## src/rtl/dsd_pkg.sv

```systemverilog
// Package: shared widths, address boundaries and the select vector type
// for the banked data-space decoder.
package dsd_pkg;
    localparam int ADDR_W = 16;
    localparam int DATA_W = 8;
    localparam int BANK_W = 3;
    localparam int LFSR_W = 16;

    localparam logic [ADDR_W-1:0] HID_BASE = 16'hD800;
    localparam logic [ADDR_W-1:0] PAL_BASE = 16'hFE00;
    localparam logic [ADDR_W-1:0] REG_BASE = 16'hFFE0;
    localparam logic [ADDR_W-1:0] INP_OFFS = 16'hFFFE;

    localparam int N_STAT = 6;
    localparam logic [N_STAT-1:0][ADDR_W-1:0] STAT_OFFS =
        {16'hFFF3, 16'hFFF4, 16'hFFF8, 16'hFFFB, 16'hFFFC, 16'hFFFD};

    localparam logic [LFSR_W-1:0] LFSR_SEED = 16'hACE1;
    localparam logic [LFSR_W-1:0] LFSR_TAPS = 16'hB400;

    typedef struct packed {
        logic rom;
        logic inp;
        logic stat;
        logic vis;
        logic hid;
        logic pal;
        logic regf;
    } dsd_sel_t;

    // True when an offset is one of the diverted status locations.
    function automatic logic is_stat(input logic [ADDR_W-1:0] a);
        logic hit;
        hit = 1'b0;
        for (int i = 0; i < N_STAT; i++)
            if (a == STAT_OFFS[i]) hit = 1'b1;
        return hit;
    endfunction
endpackage

```

## src/rtl/dsd_port_latch.sv

```systemverilog
// Port latch: holds the CPU-written port byte whose low bits pick the ROM bank.
// Assumes a synchronous active-low reset and a single-cycle write strobe.
module dsd_port_latch #(
    parameter int W = 8
) (
    input  logic         clk,
    input  logic         rst_n,
    input  logic         wr,
    input  logic [W-1:0] wdata,
    output logic [W-1:0] q
);
    // Load on write, clear on reset.
    always_ff @(posedge clk) begin
        if (!rst_n)  q <= '0;
        else if (wr) q <= wdata;
    end


    latch_readback_chk: assert property (@(posedge clk) disable iff (!rst_n)
        wr |=> q == $past(wdata));

    latch_hold_chk: assert property (@(posedge clk) disable iff (!rst_n)
        !wr |=> $stable(q));
endmodule

```

## src/rtl/dsd_lfsr.sv

```systemverilog
// Status source: Fibonacci LFSR that steps once per enabled cycle.
// Assumes TAPS describe a maximal-length polynomial for width W.
module dsd_lfsr #(
    parameter int           W    = 16,
    parameter logic [W-1:0] SEED = 16'hACE1,
    parameter logic [W-1:0] TAPS = 16'hB400
) (
    input  logic         clk,
    input  logic         rst_n,
    input  logic         step,
    output logic [W-1:0] state
);
    logic fb;

    // Feedback bit is the parity of the tapped bits.
    always_comb fb = ^(state & TAPS);

    // Shift left on step, reseed on reset.
    always_ff @(posedge clk) begin
        if (!rst_n)    state <= SEED;
        else if (step) state <= {state[W-2:0], fb};
    end


    lfsr_step_chk: assert property (@(posedge clk) disable iff (!rst_n)
        step |=> state[W-1:1] == $past(state[W-2:0]));

    lfsr_idle_chk: assert property (@(posedge clk) disable iff (!rst_n)
        !step |=> $stable(state));

    lfsr_nonzero_chk: assert property (@(posedge clk) disable iff (!rst_n)
        state != '0);
endmodule

```

## src/rtl/dsd_addr_decode.sv

```systemverilog
// Address decoder: turns a strobe pair and an offset into one-hot selects.
// Reads and writes with the same offset reach different targets.
// Assumes both strobes together is an invalid access and selects nothing.
module dsd_addr_decode
    import dsd_pkg::*;
(
    input  logic              clk,
    input  logic              rst_n,
    input  logic              rd,
    input  logic              wr,
    input  logic [ADDR_W-1:0] addr,
    output dsd_sel_t          sel
);
    logic rd_ok, wr_ok, hit_inp, hit_stat;

    // Classify the strobes and the diverted read offsets.
    always_comb begin
        rd_ok    = rd && !wr;
        wr_ok    = wr && !rd;
        hit_inp  = addr == INP_OFFS;
        hit_stat = is_stat(addr);
    end

    // Build the select vector from the strobe kind and the address range.
    always_comb begin
        sel      = '0;
        sel.rom  = rd_ok && !hit_inp && !hit_stat;
        sel.inp  = rd_ok && hit_inp;
        sel.stat = rd_ok && hit_stat;
        sel.vis  = wr_ok && (addr < HID_BASE);
        sel.hid  = wr_ok && (addr >= HID_BASE) && (addr < PAL_BASE);
        sel.pal  = wr_ok && (addr >= PAL_BASE) && (addr < REG_BASE);
        sel.regf = wr_ok && (addr >= REG_BASE);
    end


    sel_onehot_chk: assert property (@(posedge clk) disable iff (!rst_n)
        $onehot0(sel));

    sel_valid_chk: assert property (@(posedge clk) disable iff (!rst_n)
        (rd ^ wr) |-> $countones(sel) == 1);

    reg_win_chk: assert property (@(posedge clk) disable iff (!rst_n)
        (wr && !rd && addr[15:5] == 11'h7FF) |-> sel.regf);
endmodule

```

## src/rtl/dspace_decoder.sv

```systemverilog
// Top: banked CPU data-space decoder. Joins the port latch, the status LFSR
// and the address decoder, forms the banked ROM address and muxes read data.
// Assumes the ROM and the input port return data in the cycle of the access.
module dspace_decoder
    import dsd_pkg::*;
(
    input  logic                     clk,
    input  logic                     rst_n,
    input  logic [ADDR_W-1:0]        cpu_addr,
    input  logic                     cpu_rd,
    input  logic                     cpu_wr,
    input  logic [DATA_W-1:0]        cpu_wdata,
    input  logic                     port_wr,
    output logic [DATA_W-1:0]        port_q,
    input  logic [DATA_W-1:0]        rom_rdata,
    input  logic [DATA_W-1:0]        player_in,
    output logic [BANK_W+ADDR_W-1:0] rom_addr,
    output logic                     rom_re,
    output logic                     inp_re,
    output logic                     stat_re,
    output logic                     vis_we,
    output logic                     hid_we,
    output logic                     pal_we,
    output logic                     reg_we,
    output logic [DATA_W-1:0]        rd_data
);
    dsd_sel_t          sel;
    logic [LFSR_W-1:0] lfsr_q;

    dsd_port_latch #(.W(DATA_W)) u_latch (
        .clk(clk), .rst_n(rst_n), .wr(port_wr), .wdata(cpu_wdata), .q(port_q)
    );

    dsd_lfsr #(.W(LFSR_W), .SEED(LFSR_SEED), .TAPS(LFSR_TAPS)) u_lfsr (
        .clk(clk), .rst_n(rst_n), .step(sel.stat), .state(lfsr_q)
    );

    dsd_addr_decode u_dec (
        .clk(clk), .rst_n(rst_n), .rd(cpu_rd), .wr(cpu_wr),
        .addr(cpu_addr), .sel(sel)
    );

    // Bank from the low latch bits, offset passed straight through.
    always_comb rom_addr = {port_q[BANK_W-1:0], cpu_addr};

    // Fan the select vector out to the named target strobes.
    always_comb begin
        rom_re  = sel.rom;
        inp_re  = sel.inp;
        stat_re = sel.stat;
        vis_we  = sel.vis;
        hid_we  = sel.hid;
        pal_we  = sel.pal;
        reg_we  = sel.regf;
    end

    // Read-data multiplexer, zero when nothing is read.
    always_comb begin
        rd_data = '0;
        if (sel.rom)  rd_data = rom_rdata;
        if (sel.inp)  rd_data = player_in;
        if (sel.stat) rd_data = lfsr_q[DATA_W-1:0];
    end


    inp_data_chk: assert property (@(posedge clk) disable iff (!rst_n)
        inp_re |-> rd_data == player_in);

    rom_bank_chk: assert property (@(posedge clk) disable iff (!rst_n)
        rom_re |-> (rom_addr[ADDR_W +: BANK_W] == port_q[BANK_W-1:0] && rd_data == rom_rdata));

    idle_data_chk: assert property (@(posedge clk) disable iff (!rst_n)
        !cpu_rd |-> rd_data == '0);
endmodule

```

## config.mk

```make
export PLATFORM = sky130hd
export DESIGN_NAME = dspace_decoder
export DESIGN_NICKNAME = d
export VERILOG_FILES = /design/src/rtl/dsd_pkg.sv /design/src/rtl/dsd_port_latch.sv /design/src/rtl/dsd_lfsr.sv /design/src/rtl/dsd_addr_decode.sv /design/src/rtl/dspace_decoder.sv
export SDC_FILE = /design/constraint.sdc
export NUM_CORES = 1
export LEC_CHECK = 0
export BUFFER_PORTS_ARGS = -buffer_cell sky130_fd_sc_hd__buf_2
export CAP_MARGIN = 10
export CELL_PAD_IN_SITES_DETAIL_PLACEMENT = 1
export CELL_PAD_IN_SITES_GLOBAL_PLACEMENT = 1
export CORE_ASPECT_RATIO = 0.6
export CORE_UTILIZATION = 31
export CTS_CLUSTER_DIAMETER = 80
export CTS_CLUSTER_SIZE = 40
export DETAILED_ROUTE_END_ITERATION = 10
export PLACE_DENSITY = 0.93
export SYNTH_ARGS = -nofsm -noshare
export SYNTH_HDL_FRONTEND = slang
export SYNTH_SLANG_ARGS = --single-unit
```

## constraint.sdc

```tcl
create_clock -name clk -period 1.8 [get_ports clk]
set_input_delay 0.18 -clock clk [delete_from_list [all_inputs] [get_ports clk]]
set_output_delay 0.18 -clock clk [all_outputs]
set_load 0.02 [all_outputs]
```

==> results by group, run 1 <==
GRT
  – Global-route usage over all layers: 0.193
  – First-pass GRT wire length: 6.93 mm
  – GRT overflow: 0
  – Initial antenna violation count: 0
  – Vias in the first global route: 1381
  – Largest net degree at the start of global routing: 25

Clocking
  – Clk sinks: 24
  – Num CTS Buffers: 3
  – H-tree levels: 1
  – Clock Path Buffers: 2
  – Clock tree from TritonCTS: built
  – Clk Tree Root Cell: clkbuf_8
  – Worst-skew pair later-pin latency: 0.27 ns
  – Clk slew on worst S/H paths: 0.10 ns

Yosys
  – Synth top area cells: dfxtp_1 34%, nand2_1 10%, buf_4 10%
  – Library cells used by synthesis: 32
  – Post-synth top area share: 0.339
  – Top FF cell, synth: dfxtp_1
  – Asr flop ratio synth: 0
  – Sequential-to-total area share from yosys stat: 0.339
  – Synth Net Count: 220
  – Count leader, synth: nand2_1
  – Syn avg cell area: 8.09 µm²
  – EDFF count, synth: 0
  – Post-synthesis cell area: between 0.001 and 0.0015 mm²
  – Synth Register Bits: 24
  – Cell taking the most area after synthesis: dfxtp_1
  – Cells after Synth: 175
  – Most frequent cells after synthesis: 39 x nand2_1, 25 x nand3_1, 24 x dfxtp_1, 19 x buf_4, 9 x nor2b_1
  – Syn. warnings: 0

Setup path
  – Critical path class: primary input to output port
  – CP delay by family, top: simple AND/OR/NAND/NOR gates
  – Slowest cell on the critical path: and3_2
  – CP cell instances: buf_2 -> nand2b_1 -> nor4_1 -> and3_2 -> nand2_1 -> nand3_1 -> buf_2
  – CP most frequent cell: buf_2
  – Worst Path Required: 1.62 ns
  – Critical Path Max Stage Delay: 0.36 ns
  – Worst EP arrival: 1.59 ns
  – CP bufs+invs: 2
  – Crit path max fanout: 9
  – Worst Setup End Kind: output port
  – Critical Path Start Type: primary input

Drt
  – Routed WL: 4.54 mm
  – Drt wl/cell: between 15 and 20 µm
  – DR pass1 iterations: 4
  – Vias: 1448
  – ANT nets after route: 0
  – Via density: 4.81
  – Iter 0 DRT Violations: around 110
  – DR DRC count: 0

STA
  – Final slew viol count: 0
  – Slew @ Worst Pin: around 0.76 ns
  – # setup viols final: 0
  – Final worst path period share: 0.985
  – Setup Skew: 0.0108 ns
  – Minimum clock period: between 1.5 and 2 ns
  – Worst rel slew slack: 0.491
  – Peak Freq: ~560 MHz
  – WHS: 0.164 ns
  – Endpoints failing hold: 0
  – Setup TNS: 0 ns

Layout
  – Area grow syn2layout: 28.7%
  – Share of layout cells above drive strength 1: 0.456
  – # diodes: 0
  – # nets final: 287

Power
  – Psw: between 300 and 400 µW
  – Clock Power Share: 0.378
  – Gate power share: 0.189
  – Internal power: approximately 930 µW
  – Leakage power: 0.000919 µW
  – Seq pwr share: 0.433
  – Power Dens Cells: approximately 700 mW/mm²
  – Peak VDD IR: 412 µV
  – Switching share of power: 0.262

Floorplanning
  – Die width: 89.3 µm
  – Initial Utilization: 0.335
  – Num ports: between 80 and 90
  – Die height: roughly 54 µm
  – Num rows: 18
  – Total core area: 0.00423 mm²
  – Die footprint: a little under 0.005 mm²

Flow run
  – Max-cap violations: 0

Placement
  – DP HPWL: 3.56 mm
  – RD Place Congestion: between 0.8 and 0.9
  – PortBufs: 86

Min path
  – HP Class: primary input to flop

Run status
  – Status: finished clean
-- worst paths after layout --
check,startpoint,endpoint,slack [ns],depth (start not counted)
max,cpu_wr,rd_data[0],0.03,7
min,cpu_wdata[1],u_latch.q[1]$_SDFFE_PN0P_,0.16,3
max reg2reg,u_lfsr.state[12]$_SDFFE_PN0P_,u_lfsr.state[0]$_SDFFE_PN1P_,0.86,3
min reg2reg,u_lfsr.state[11]$_SDFFE_PN1P_,u_lfsr.state[12]$_SDFFE_PN0P_,0.46,2
-- flip-flops by register name, indices dropped and copies added, names as in the netlist --
| name | cells |
|---|---|
| u_latch.q | 8 |
| u_lfsr.state | 16 |
-- per-stage QoR --
stage / power [µW] / utilization / setup WS, ns / instances / cell area (µm²)
6_report: 1260 / 0.431 / 0.0269 / 301 / 1820
5_1_grt: 1320 / 0.431 / -0.0286 / 301 / 1820
4_1_cts: 1270 / 0.427 / 0.0442 / 300 / 1810
3_5_place_dp: 796 / 0.410 / 0.00826 / 296 / 1740
3_3_place_gp: 787 / 0.410 / 0.111 / 296 / 1740
2_1_floorplan: 710 / - / 0.223 / 175 / 1420
-- final cells by class --
cell class,instances,area (µm²)
Clock buffer,3,41.3
Sequential cell,24,480
Fill cell,573,2410
Tap cell,60,75.1
Timing Repair Buffer,88,445
Clock inverter,1,30.0
Multi-Input combinational cell,124,747
Inverter,1,3.75
-- cell families after synthesis --
| group | Yosys count | share of synthesized area |
|---|---|---|
| mux | 8 | 0.0565 |
| flops | 24 | 0.339 |
| buf+inv | 27 | 0.140 |
| simple gates | 97 | 0.336 |
| compound gates | 16 | 0.110 |
| xor+xnor | 3 | 0.0186 |
-- what timing repair did --
item | CTS | global route
hold endpoints to repair | 0 | 0
setup buffers | 0 | 1
gates resized for setup | 1 | 2
endpoints found under the setup margin | 1 | 8
hold buffers | 0 | 0
pin swaps | 0 | 1
gates cloned | 0 | 0
-- placed cells by master, fill, tap and decap left out --
cell,count
buf_2,86
nand2_1,39
nand3_1,25
dfxtp_1,24
nor2b_1,9
mux2i_1,8
a21boi_0,5
nor2_1,4
nand2_2,4
nor4_1,4
o211ai_2,3
a21boi_2,3
xnor2_1,3
clkbuf_8,3
nand2b_1,2
nor3_2,2
a21oi_1,2
buf_4,2
nand4_1,1
or3_1,1
o22ai_2,1
o21bai_1,1
nor2_2,1
nor2_4,1
and2_1,1
inv_1,1
and3_2,1
o211a_4,1
or2_2,1
nor4b_1,1
bufinv_16,1
-- per-layer routing --
layer / GRT usage / part of all wire
met1: 0.254 / 0.46
met2: 0.341 / 0.49
met3: 0.0332 / 0.045
met4: 0.0344 / 0.0059
met5: 0 / 0
-- power groups by stage --
stage / Clock, µW / Combinational (µW) / Sequential [µW]
global route: 509 / 258 / 549
floorplan: 0 / 138 / 572
detailed placement: 0 / 236 / 559
global placement: 0 / 228 / 559
finish: 478 / 239 / 547
CTS: 482 / 238 / 547
-- worst reg2reg max path: stages, from the launching register on --
cell and delay, ns:
dfxtp_1 0.41, xnor2_1 0.15, xnor2_1 0.15, o211ai_2 0.09
(Power assumes the default switching activity.)
==> run 2: changes to the inputs <==
--- a/config.mk
+++ b/config.mk
@@ -11,6 +11,7 @@
 export CELL_PAD_IN_SITES_GLOBAL_PLACEMENT = 1
 export CORE_ASPECT_RATIO = 0.6
 export CORE_UTILIZATION = 31
+export CTS_BUF_LIST = sky130_fd_sc_hd__clkbuf_16
 export CTS_CLUSTER_DIAMETER = 80
 export CTS_CLUSTER_SIZE = 40
 export DETAILED_ROUTE_END_ITERATION = 10
==> results by group, run 2 (synthesized netlist as in run 1, its figures left out) <==
Setup path
  – CP bufs+invs: 2
  – Slowest cell on the critical path: o211a_4
  – Critical Path Max Stage Delay: roughly 0.32 ns
  – Reg-to-Reg Start: u_lfsr.state[13]$_SDFFE_PN1P_
  – CP cell instances: buf_2 -> nand2b_1 -> nor3_2 -> o211a_4 -> nand2_1 -> nand3_1 -> buf_2
  – Crit path max fanout: 15
  – Critical path origin: cpu_wr
  – Worst Path Required: about 1.6 ns
  – Critical Path Start Type: primary input
  – Critical path class: primary input to output port
  – Worst EP arrival: roughly 1.5 ns
  – CP most frequent cell: buf_2
  – Worst Setup End Kind: output port
  – CP delay by family, top: simple AND/OR/NAND/NOR gates

Power
  – Pwr Total: between 1000 and 1500 µW
  – Power Dens Cells: 769 mW/mm²
  – Peak VDD IR: 463 µV
  – Leakage power: 0.000935 µW

Min path
  – Worst Hold Launch: cpu_wdata[1]
  – HP Class: primary input to flop

STA
  – # setup viols final: 0
  – Final slew viol count: 0
  – Final worst setup slack: about 0.077 ns
  – Worst rel slew slack: 0.484
  – Peak Freq: 580 MHz
  – Minimum clock period: between 1.5 and 2 ns
  – RSZ-0062 raised after global routing: false
  – Setup Skew: 0.00598 ns
  – Final worst path period share: 0.957
  – Endpoints failing hold: 0
  – Slew @ Worst Pin: 0.772 ns
  – Setup TNS: 0 ns

Clocking
  – Clk slew on worst S/H paths: about 0.07 ns
  – Clk sinks: 24
  – Clock Path Buffers: 2
  – Worst-skew pair later-pin latency: 0.26 ns
  – Clock tree from TritonCTS: built
  – Hold_buf cts: 0
  – H-tree levels: 1
  – Num CTS Buffers: 3
  – Clk Tree Root Cell: clkbuf_16

Floorplanning
  – Num ports: 87
  – Initial Utilization: 0.335
  – Die width: 89.3 µm
  – Die footprint: ~0.0049 mm²
  – Num rows: 18
  – Total core area: 0.00423 mm²
  – Die height: between 50 and 60 µm

Run status
  – Status: finished clean

Drt
  – Iter 0 DRT Violations: 99
  – Drt wl/cell: 15.1 µm
  – Routed WL: approximately 4.5 mm
  – Vias: 1434
  – DR DRC count: 0
  – ANT nets after route: 0
  – Via density: between 4 and 5
  – DR pass1 iterations: 4

Layout
  – Most frequent cells in the layout: 86 x buf_2, 39 x nand2_1, 25 x nand3_1
  – Share of layout cells above drive strength 1: 0.452
  – Design area: 0.00185 mm²
  – Area grow syn2layout: 30.9%
  – Biggest regs: u_lfsr.state (16), u_latch.q (8)
  – Commonest non-fill, non-tap cell in the layout: buf_2
  – Top reg by flops: u_lfsr.state
  – # diodes: 0
  – # nets final: 287
  – Max FFs per register: 16

GRT
  – Largest net degree at the start of global routing: 25
  – Global-route usage over all layers: 0.190
  – Initial antenna violation count: 0
  – Vias in the first global route: 1380
  – First-pass GRT wire length: a little under 7 mm
  – GRT overflow: 0

Placement
  – DP HPWL: 3.56 mm
  – Pre-CTS WS: ~0.0083 ns
  – Placed instance area: about 0.0017 mm²
  – PortBufs: 86
  – RD Place Congestion: 0.873

Flow run
  – Max-cap violations: 0
-- run 2: cell counts in the layout (fill, tap and decap cells not counted) --
No cell type changed its count.
-- run 2: final cells by class --
cell class	count	area, µm²
fill	572	2380
clock inverter	1	30.0
clock buffer	3	75.1
sequential	24	480
timing repair buffer	88	445
tap	60	75.1
multi-input combinational	124	744
inverter	1	3.75
-- run 2: final timing paths --
path | endpoint | depth (start not counted) | slack [ns]
worst min register to register | u_lfsr.state[12]$_SDFFE_PN0P_ | 2 | 0.46
worst min-delay path | u_latch.q[1]$_SDFFE_PN0P_ | 3 | 0.18
worst max-delay path | rd_data[7] | 7 | 0.08
worst max register to register | u_lfsr.state[0]$_SDFFE_PN1P_ | 3 | 0.83
-- run 2: where the power goes --
group,internal [µW],switching [µW],total (µW)
clock,442,197,639
sequential,542,6.49,548
combinational,94.6,144,239
-- run 2: per-stage QoR --
stage / hold WS, ns / util / std cells
finish: 0.177 / 0.438 / 301
global route: 0.198 / 0.438 / 301
CTS: 0.178 / 0.435 / 300
detailed placement: 0.449 / 0.410 / 296
floorplan: 0.330 / - / 175
global placement: 0.439 / 0.410 / 296
-- run 2: worst register-to-register path: cells and delay by family, from the launching register on --
kind | cells | cell delay, ns
XOR/XNOR | 2 | 0.33
AO/OA/AOI/OAI | 1 | 0.09
flip-flops | 1 | 0.41
-- run 2: repair_timing --
item,in CTS,in global routing
resized for setup,0,2
buffers inserted,0,1
endpoints found under the setup margin,0,9
-- run 2: layer usage --
layer / GRT usage / vias up / share of wire
met3: 0.0392 / 2 / 0.045
li1: - / 704 / -
met4: 0.0397 / 0 / 0.0053
met1: 0.250 / 687 / 0.46
met5: 0 / - / 0
met2: 0.327 / 41 / 0.49
